$ cat config.mk
export PLATFORM = sky130hd
export DESIGN_NAME = rtc_calendar_core
export DESIGN_NICKNAME = d
export VERILOG_FILES = /design/src/rtl/rtc_cal_pkg.sv /design/src/rtl/rtc_prescaler.sv /design/src/rtl/rtc_timekeeper.sv /design/src/rtl/rtc_alarm_match.sv /design/src/rtl/rtc_calendar_core.sv
export SDC_FILE = /design/constraint.sdc
export NUM_CORES = 1
export LEC_CHECK = 0
export BUFFER_PORTS_ARGS = -buffer_cell sky130_fd_sc_hd__buf_2
export CORE_ASPECT_RATIO = 1.2
export CORE_MARGIN = 10
export CORE_UTILIZATION = 56
export CTS_BUF_LIST = sky130_fd_sc_hd__clkbuf_16
export CTS_CLUSTER_SIZE = 20
export DETAILED_ROUTE_END_ITERATION = 12
export PLACE_DENSITY = 0.78
export SLEW_MARGIN = 20
export SYNTH_ARGS = -nofsm -noshare
export SYNTH_HDL_FRONTEND = slang
export SYNTH_SLANG_ARGS = --single-unit
$ cat constraint.sdc
create_clock -name clk -period 6.8 [get_ports clk]
set_input_delay 0 -clock clk [delete_from_list [all_inputs] [get_ports clk]]
set_output_delay 0 -clock clk [all_outputs]
set_load 0.01 [all_outputs]
$ cat src/rtl/rtc_cal_pkg.sv
package rtc_cal_pkg;

    typedef struct packed {
        logic [6:0] sec;
        logic [6:0] min;
        logic [4:0] hour;
        logic [2:0] dow;
        logic [4:0] dom;
        logic [3:0] mon;
        logic [6:0] year;
        logic [6:0] cent;
    } rtc_time_t;

    typedef enum logic [3:0] {
        SEL_SEC   = 4'd0,
        SEL_ASEC  = 4'd1,
        SEL_MIN   = 4'd2,
        SEL_AMIN  = 4'd3,
        SEL_HOUR  = 4'd4,
        SEL_AHOUR = 4'd5,
        SEL_DOW   = 4'd6,
        SEL_DOM   = 4'd7,
        SEL_MON   = 4'd8,
        SEL_YEAR  = 4'd9,
        SEL_CENT  = 4'd10
    } rtc_sel_e;

    function automatic logic [7:0] to_byte(input logic [6:0] v, input logic bin);
        logic [6:0] tens;
        logic [6:0] ones;
        tens = v / 7'd10;
        ones = v % 7'd10;
        return bin ? {1'b0, v} : {tens[3:0], ones[3:0]};
    endfunction

    function automatic logic [6:0] from_byte(input logic [7:0] d, input logic bin);
        logic [7:0] val;
        val = ({4'd0, d[7:4]} * 8'd10) + {4'd0, d[3:0]};
        return bin ? d[6:0] : val[6:0];
    endfunction

    function automatic logic [7:0] hour_to_byte(input logic [4:0] h, input logic bin,
                                                input logic h24);
        logic [4:0] h12;
        logic [7:0] b;
        if (h == 5'd0)       h12 = 5'd12;
        else if (h > 5'd12)  h12 = h - 5'd12;
        else                 h12 = h;
        b = to_byte({2'b00, h24 ? h : h12}, bin);
        return h24 ? b : {(h >= 5'd12), b[6:0]};
    endfunction

    function automatic logic [4:0] hour_from_byte(input logic [7:0] d, input logic bin,
                                                  input logic h24);
        logic [6:0] v;
        v = from_byte(h24 ? d : {1'b0, d[6:0]}, bin);
        if (!h24) begin
            if (v == 7'd12) v = 7'd0;
            if (d[7])       v = v + 7'd12;
        end
        return v[4:0];
    endfunction

    function automatic logic [4:0] month_days(input logic [3:0] mon, input logic [6:0] year);
        case (mon)
            4'd4, 4'd6, 4'd9, 4'd11: return 5'd30;
            4'd2:                    return (year[1:0] == 2'b00) ? 5'd29 : 5'd28;
            default:                 return 5'd31;
        endcase
    endfunction

endpackage

$ cat src/rtl/rtc_prescaler.sv
module rtc_prescaler #(
    parameter int TICKS_PER_SEC = 32768,
    parameter int UIP_TICKS     = 8
) (
    input  logic clk,
    input  logic rst_n,
    input  logic tick_i,
    input  logic hold_i,
    output logic sec_pulse_o,
    output logic uip_o
);
    localparam int CW = $clog2(TICKS_PER_SEC);
    localparam logic [CW-1:0] LAST = CW'(TICKS_PER_SEC - 1);
    localparam logic [CW-1:0] HALF = CW'(TICKS_PER_SEC / 2);
    localparam logic [CW-1:0] WIN  = CW'(TICKS_PER_SEC - UIP_TICKS);

    logic [CW-1:0] cnt_d, cnt_q;

    always_comb begin
        cnt_d       = cnt_q;
        sec_pulse_o = 1'b0;
        if (hold_i) begin
            cnt_d = HALF;
        end else if (tick_i) begin
            if (cnt_q == LAST) begin
                cnt_d       = '0;
                sec_pulse_o = 1'b1;
            end else begin
                cnt_d = cnt_q + 1'b1;
            end
        end
    end

    assign uip_o = !hold_i && (cnt_q >= WIN);

    always_ff @(posedge clk or negedge rst_n) begin
        if (!rst_n) cnt_q <= '0;
        else        cnt_q <= cnt_d;
    end
endmodule

$ cat src/rtl/rtc_timekeeper.sv
module rtc_timekeeper
    import rtc_cal_pkg::*;
(
    input  logic       clk,
    input  logic       rst_n,
    input  logic       advance_i,
    input  logic       bin_i,
    input  logic       h24_i,
    input  logic       wr_en_i,
    input  logic [3:0] wr_sel_i,
    input  logic [7:0] wr_data_i,
    output rtc_time_t  time_o
);
    rtc_time_t  t_d, t_q;
    logic [4:0] dim;
    logic [6:0] fld;

    always_comb begin
        t_d = t_q;
        dim = month_days(t_q.mon, t_q.year);
        fld = from_byte(wr_data_i, bin_i);
        if (advance_i) begin
            if (t_q.sec >= 7'd59) begin
                t_d.sec = '0;
                if (t_q.min >= 7'd59) begin
                    t_d.min = '0;
                    if (t_q.hour >= 5'd23) begin
                        t_d.hour = '0;
                        t_d.dow  = (t_q.dow >= 3'd7) ? 3'd1 : t_q.dow + 3'd1;
                        if (t_q.dom >= dim) begin
                            t_d.dom = 5'd1;
                            if (t_q.mon >= 4'd12) begin
                                t_d.mon = 4'd1;
                                if (t_q.year >= 7'd99) begin
                                    t_d.year = '0;
                                    t_d.cent = (t_q.cent >= 7'd99) ? 7'd0 : t_q.cent + 7'd1;
                                end else begin
                                    t_d.year = t_q.year + 7'd1;
                                end
                            end else begin
                                t_d.mon = t_q.mon + 4'd1;
                            end
                        end else begin
                            t_d.dom = t_q.dom + 5'd1;
                        end
                    end else begin
                        t_d.hour = t_q.hour + 5'd1;
                    end
                end else begin
                    t_d.min = t_q.min + 7'd1;
                end
            end else begin
                t_d.sec = t_q.sec + 7'd1;
            end
        end
        if (wr_en_i) begin
            case (rtc_sel_e'(wr_sel_i))
                SEL_SEC:  t_d.sec  = fld;
                SEL_MIN:  t_d.min  = fld;
                SEL_HOUR: t_d.hour = hour_from_byte(wr_data_i, bin_i, h24_i);
                SEL_DOW:  t_d.dow  = fld[2:0];
                SEL_DOM:  t_d.dom  = fld[4:0];
                SEL_MON:  t_d.mon  = fld[3:0];
                SEL_YEAR: t_d.year = fld;
                SEL_CENT: t_d.cent = fld;
                default:  ;
            endcase
        end
    end

    always_ff @(posedge clk or negedge rst_n) begin
        if (!rst_n) begin
            t_q      <= '0;
            t_q.dow  <= 3'd1;
            t_q.dom  <= 5'd1;
            t_q.mon  <= 4'd1;
            t_q.cent <= 7'd20;
        end else begin
            t_q <= t_d;
        end
    end

    assign time_o = t_q;
endmodule

$ cat src/rtl/rtc_alarm_match.sv
module rtc_alarm_match
    import rtc_cal_pkg::*;
(
    input  logic       clk,
    input  logic       rst_n,
    input  logic       wr_en_i,
    input  logic [3:0] wr_sel_i,
    input  logic [7:0] wr_data_i,
    input  logic [7:0] cur_sec_i,
    input  logic [7:0] cur_min_i,
    input  logic [7:0] cur_hour_i,
    output logic       match_o
);
    typedef struct packed {
        logic [7:0] sec;
        logic [7:0] min;
        logic [7:0] hour;
    } alarm_t;

    alarm_t a_d, a_q;
    logic [2:0] hit;

    always_comb begin
        a_d = a_q;
        if (wr_en_i) begin
            case (rtc_sel_e'(wr_sel_i))
                SEL_ASEC:  a_d.sec  = wr_data_i;
                SEL_AMIN:  a_d.min  = wr_data_i;
                SEL_AHOUR: a_d.hour = wr_data_i;
                default:   ;
            endcase
        end
        hit[0] = (a_q.sec[7:6]  == 2'b11) || (a_q.sec  == cur_sec_i);
        hit[1] = (a_q.min[7:6]  == 2'b11) || (a_q.min  == cur_min_i);
        hit[2] = (a_q.hour[7:6] == 2'b11) || (a_q.hour == cur_hour_i);
        match_o = &hit;
    end

    always_ff @(posedge clk or negedge rst_n) begin
        if (!rst_n) a_q <= '0;
        else        a_q <= a_d;
    end
endmodule

$ cat src/rtl/rtc_calendar_core.sv
module rtc_calendar_core
    import rtc_cal_pkg::*;
#(
    parameter int TICKS_PER_SEC = 32768,
    parameter int UIP_TICKS     = 8
) (
    input  logic       clk,
    input  logic       rst_n,
    input  logic       tick_i,
    input  logic       bin_mode_i,
    input  logic       h24_i,
    input  logic       set_mode_i,
    input  logic [2:0] div_sel_i,
    input  logic       upd_ie_i,
    input  logic       alm_ie_i,
    input  logic       wr_en_i,
    input  logic [3:0] wr_sel_i,
    input  logic [7:0] wr_data_i,
    input  logic       flag_ack_i,
    output logic [7:0] sec_o,
    output logic [7:0] min_o,
    output logic [7:0] hour_o,
    output logic [7:0] dow_o,
    output logic [7:0] dom_o,
    output logic [7:0] mon_o,
    output logic [7:0] year_o,
    output logic [7:0] cent_o,
    output logic       uip_o,
    output logic       upd_flag_o,
    output logic       alm_flag_o,
    output logic       irq_o
);
    typedef struct packed {
        logic upd;
        logic alm_ok;
        logic uf;
        logic af;
    } flag_t;

    flag_t     f_d, f_q;
    rtc_time_t time_q;
    logic      div_hold, sec_pulse, alarm_hit;

    assign div_hold = (div_sel_i == 3'b110) || (div_sel_i == 3'b111);

    rtc_prescaler #(.TICKS_PER_SEC(TICKS_PER_SEC), .UIP_TICKS(UIP_TICKS)) u_presc (
        .clk(clk), .rst_n(rst_n), .tick_i(tick_i), .hold_i(div_hold),
        .sec_pulse_o(sec_pulse), .uip_o(uip_o)
    );

    rtc_timekeeper u_time (
        .clk(clk), .rst_n(rst_n), .advance_i(sec_pulse && !set_mode_i),
        .bin_i(bin_mode_i), .h24_i(h24_i), .wr_en_i(wr_en_i),
        .wr_sel_i(wr_sel_i), .wr_data_i(wr_data_i), .time_o(time_q)
    );

    assign sec_o  = to_byte(time_q.sec, bin_mode_i);
    assign min_o  = to_byte(time_q.min, bin_mode_i);
    assign hour_o = hour_to_byte(time_q.hour, bin_mode_i, h24_i);
    assign dow_o  = to_byte({4'd0, time_q.dow}, bin_mode_i);
    assign dom_o  = to_byte({2'd0, time_q.dom}, bin_mode_i);
    assign mon_o  = to_byte({3'd0, time_q.mon}, bin_mode_i);
    assign year_o = to_byte(time_q.year, bin_mode_i);
    assign cent_o = to_byte(time_q.cent, bin_mode_i);

    rtc_alarm_match u_alarm (
        .clk(clk), .rst_n(rst_n), .wr_en_i(wr_en_i), .wr_sel_i(wr_sel_i),
        .wr_data_i(wr_data_i), .cur_sec_i(sec_o), .cur_min_i(min_o),
        .cur_hour_i(hour_o), .match_o(alarm_hit)
    );

    always_comb begin
        f_d        = f_q;
        f_d.upd    = sec_pulse;
        f_d.alm_ok = !set_mode_i;
        if (flag_ack_i) begin
            f_d.uf = 1'b0;
            f_d.af = 1'b0;
        end
        if (f_q.upd) begin
            f_d.uf = 1'b1;
            if (f_q.alm_ok && alarm_hit) f_d.af = 1'b1;
        end
    end

    always_ff @(posedge clk or negedge rst_n) begin
        if (!rst_n) f_q <= '0;
        else        f_q <= f_d;
    end

    assign upd_flag_o = f_q.uf;
    assign alm_flag_o = f_q.af;
    assign irq_o      = (f_q.uf && upd_ie_i) || (f_q.af && alm_ie_i);
endmodule

==> flow_summary.toml <==
[status]
outcome = "finished clean"

[cells_and_area]
design_area_mm2 = 0.00931
layout.nets = 1227
syn_to_final_growth_pct = 7.82
final_common_cell = "nor2_1"
nFillCells = 1371
drive_gt1_share_pct = 13.9
mostFrequentLayoutCells = "nor2_1 (112), nand2_1 (97), o21ai_0 (96), a21oi_1 (96), dfrtp_1 (83)"

[clock_network]
cts_tree = "built"
cts_resized = 0
clkSlewWorstSetupHoldPaths_ns = 0.06
insertion_delay_ns = 0.35
h-tree-depth = 3
cts_root_buf = "clkbuf_16"
cts_buffers = 9
clock_sinks = 88
cts.path.max_buffers = 2

[sta]
fin_ws_ns = 2.02
slew_violations = 0
final.min_clock_period_ns = 4.78
setup_viol = 0
whs_ns = 0.0247
rsz0062_at_grt = "no"
clock_skew_ns = 0.00671
fin_crit_sh_pct = 70.4
hold_viol_final = 0
tns_ns = 0
tightestPinTransition_ns = 0.904
max-slew-margin-rel_pct = 39.7
clock.fmax_mhz = 209

[floorplan]
design.core.area_mm2 = 0.0151
num_rows = 49
io-pin-count = 93
die_w_um = 133
die_h_um = 156
initial_core_util_pct = 57.3
fp.dieArea_mm2 = 0.0208

[drt]
routed_via_density = 6.04
drc = 0
routedWlPerCell_um = 16.5
met3_length_um = 1170
ant_nets = 0
drt-total-wl_um = 22400
routed.top_layer = "met4"
met1_length_um = 9500
wl_met2_um = 11000
num_vias = 8208
drt_pass1_iterations = 5
drtIter0Drc = 665

[global_routing]
grt_antenna_before_repair = 2
grt_max_degree = 88
grt_pass1_wl_um = 36900
first_global_vias = 7613
grtUsageTotal_pct = 21.0
overflow = 0

[worst_setup_path]
rrSetupSlack_ns = 2.02
critPathKind = "flip-flop to flip-flop"
reg2regPathDepth = 20
cp_max_fo = 8
worst_path_max_delay_cell = "dfrtp_1"
path_delay_family = "compound AO/OA/AOI/OAI gates"
max_stage_delay_ns = 0.46
rr_startpoint = "u_time.time_o[28]"
critPathBufInv = 4
critPathLaunchType = "flip-flop"
reg2reg_to = "alm_flag_o"
arrival_ns = 5.07
cp_cell_sequence = "inv_1 > ha_1 > a2111oi_2 > o21ai_0 > inv_1 > ha_1 > inv_1 > ha_1 > o21bai_1 > o22ai_2 > or2_1 > xnor2_1 > ha_1 > inv_1 > o221a_4 > a211o_1 > a211o_1 > xor2_1 > o41ai_2 > o311a_1"
end_kind = "flip-flop"
cp.required_ns = 7.08

[min_path]
hold_depth = 2
hold_path_startpoint = "wr_data_i[3]"
worstHoldEndpoint = "u_alarm.a_q[11]"
hp-class = "input pin to flip-flop"

[yosys]
ys_seq_elements = 88
yosysWarnings = 0
yosys-top-cells-area = "dfrtp_1 (24%), ha_1 (7.5%), a21oi_1 (5.6%), o21ai_0 (5.6%), nor2_1 (4.9%)"
syn_area_mm2 = 0.00864
seq_area_frac_synth_pct = 25.6
synth_top_area_share_pct = 24.0
yosysTopAreaCell = "dfrtp_1"
syn_avg_cell_area_um2 = 7.69
synthFlopType = "dfrtp_1"
synthCells = 1123
synth.distinct_cells = 91
synth_edf_count = 0
synth-async-reset-ratio_pct = 100

[placement]
dpl_worst_slack_ns = 2.07
port_buffers = 80
hpwl_um = 16300
placed_cell_area_mm2 = 0.00891
gp_congestion = 0.894

[pwr]
p_int_mw = 1.53
net-switching-power_mw = 1.27
power_switching_share_pct = 45.2
p_per_area_mw_per_mm2 = 301
clkPwrFrac_pct = 16.7
seq_power_share_pct = 31.8
vdd_drop_max_v = 0.000185
p_comb_share_pct = 51.5
p_leak_nw = 4.04

[job]
maxCapViolCount = 0
-- how the worst max path moves through the flow --
stage | from | end | cells after the start
after CTS | u_time.time_o[28] | alm_flag_o | 20
after floorplan | u_time.time_o[28] | alm_flag_o | 21
after global routing | u_time.time_o[28] | alm_flag_o | 20
after global placement | u_time.time_o[28] | alm_flag_o | 20
final | u_time.time_o[28] | alm_flag_o | 20
after detailed placement | u_time.time_o[28] | alm_flag_o | 20
-- repair_timing --
item                                   4_1_cts  5_1_grt
hold buffers                                12        0
buffers inserted                             0        0
endpoints found under the hold margin       13        0
-- synth_stat cells, types with 10 or more instances --
library cell / count
buf_4: 23
nor3_1: 15
a31oi_1: 16
a21oi_1: 96
o31ai_1: 15
inv_1: 57
o22ai_1: 14
nor2_1: 112
ha_1: 52
nor2b_1: 26
xnor2_1: 33
clkbuf_1: 48
mux2_2: 26
buf_2: 10
nand2_1: 97
a211oi_1: 18
xor2_1: 31
and3_1: 13
dfrtp_1: 83
nor3b_1: 13
mux2i_1: 10
nand2b_1: 16
o21ai_0: 96
nand3_1: 41
buf_1: 12
-- area by class of cell --
class | count | area [µm²] | area share [%]
Multi-Input combinational cell | 893 | 5790 | 62.2
Sequential cell | 88 | 2210 | 23.7
Timing Repair Buffer | 97 | 564 | 6.06
Tap cell | 204 | 255 | 2.74
Clock buffer | 9 | 225 | 2.42
Inverter | 58 | 218 | 2.34
Clock inverter | 7 | 47.5 | 0.510
Antenna cell | 2 | 5.00 | 0.0537
-- stage by stage --
step,utilization (%),std cells,total power [mW]
after floorplan,-,1133,1.98
after global placement,59.1,1328,2.29
after detailed placement,59.1,1328,2.33
after CTS,61.7,1356,2.80
after global routing,61.8,1358,3.04
final,61.8,1358,2.80
-- cells by family (layout without fill, tap and decap cells) --
kind of cell | after synthesis | after routing | share of synthesized area [%]
compound gates | 339 | 339 | 24.9
xor+xnor | 64 | 64 | 6.49
fa+ha+maj | 57 | 57 | 8.46
buf+inv | 152 | 171 | 7.84
flops | 88 | 88 | 25.6
mux | 36 | 36 | 4.55
other cells | 1 | 13 | 0.0434
simple gates | 386 | 386 | 22.1
-- power groups by stage --
stage	Sequential, mW	Clock, mW	Combinational (mW)
5_1_grt	0.919	0.492	1.63
4_1_cts	0.885	0.468	1.45
2_1_floorplan	0.713	0	1.27
6_report	0.891	0.467	1.44
3_3_place_gp	0.889	0	1.40
3_5_place_dp	0.894	0	1.43
-- worst reg2reg max path, delay by kind of cell (launching register included) --
| kind | cells | cell delay [ns] |
|---|---|---|
| AOI/OAI and AO/OA | 9 | 2.28 |
| adders and majority gates | 4 | 0.90 |
| DFF | 1 | 0.46 |
| buffers and inverters | 4 | 0.43 |
| and+or+nand+nor | 1 | 0.32 |
| xor gates and xnor gates | 2 | 0.32 |
-- layer usage --
metal  global-route usage [%]  up-vias
met5                        0        -
li1                         -     4022
met1                     26.1     3866
met2                     35.3      269
met3                     2.67       51
met4                     10.0        0
-- sequential cells by signal, summed over array words and instances, names as in the netlist --
name / flops
alm_flag_o: 1
f_q: 2
u_alarm.a_q: 24
u_presc.cnt_q: 15
u_time.time_o: 45
upd_flag_o: 1
Power figures use the tool's default switching activity.
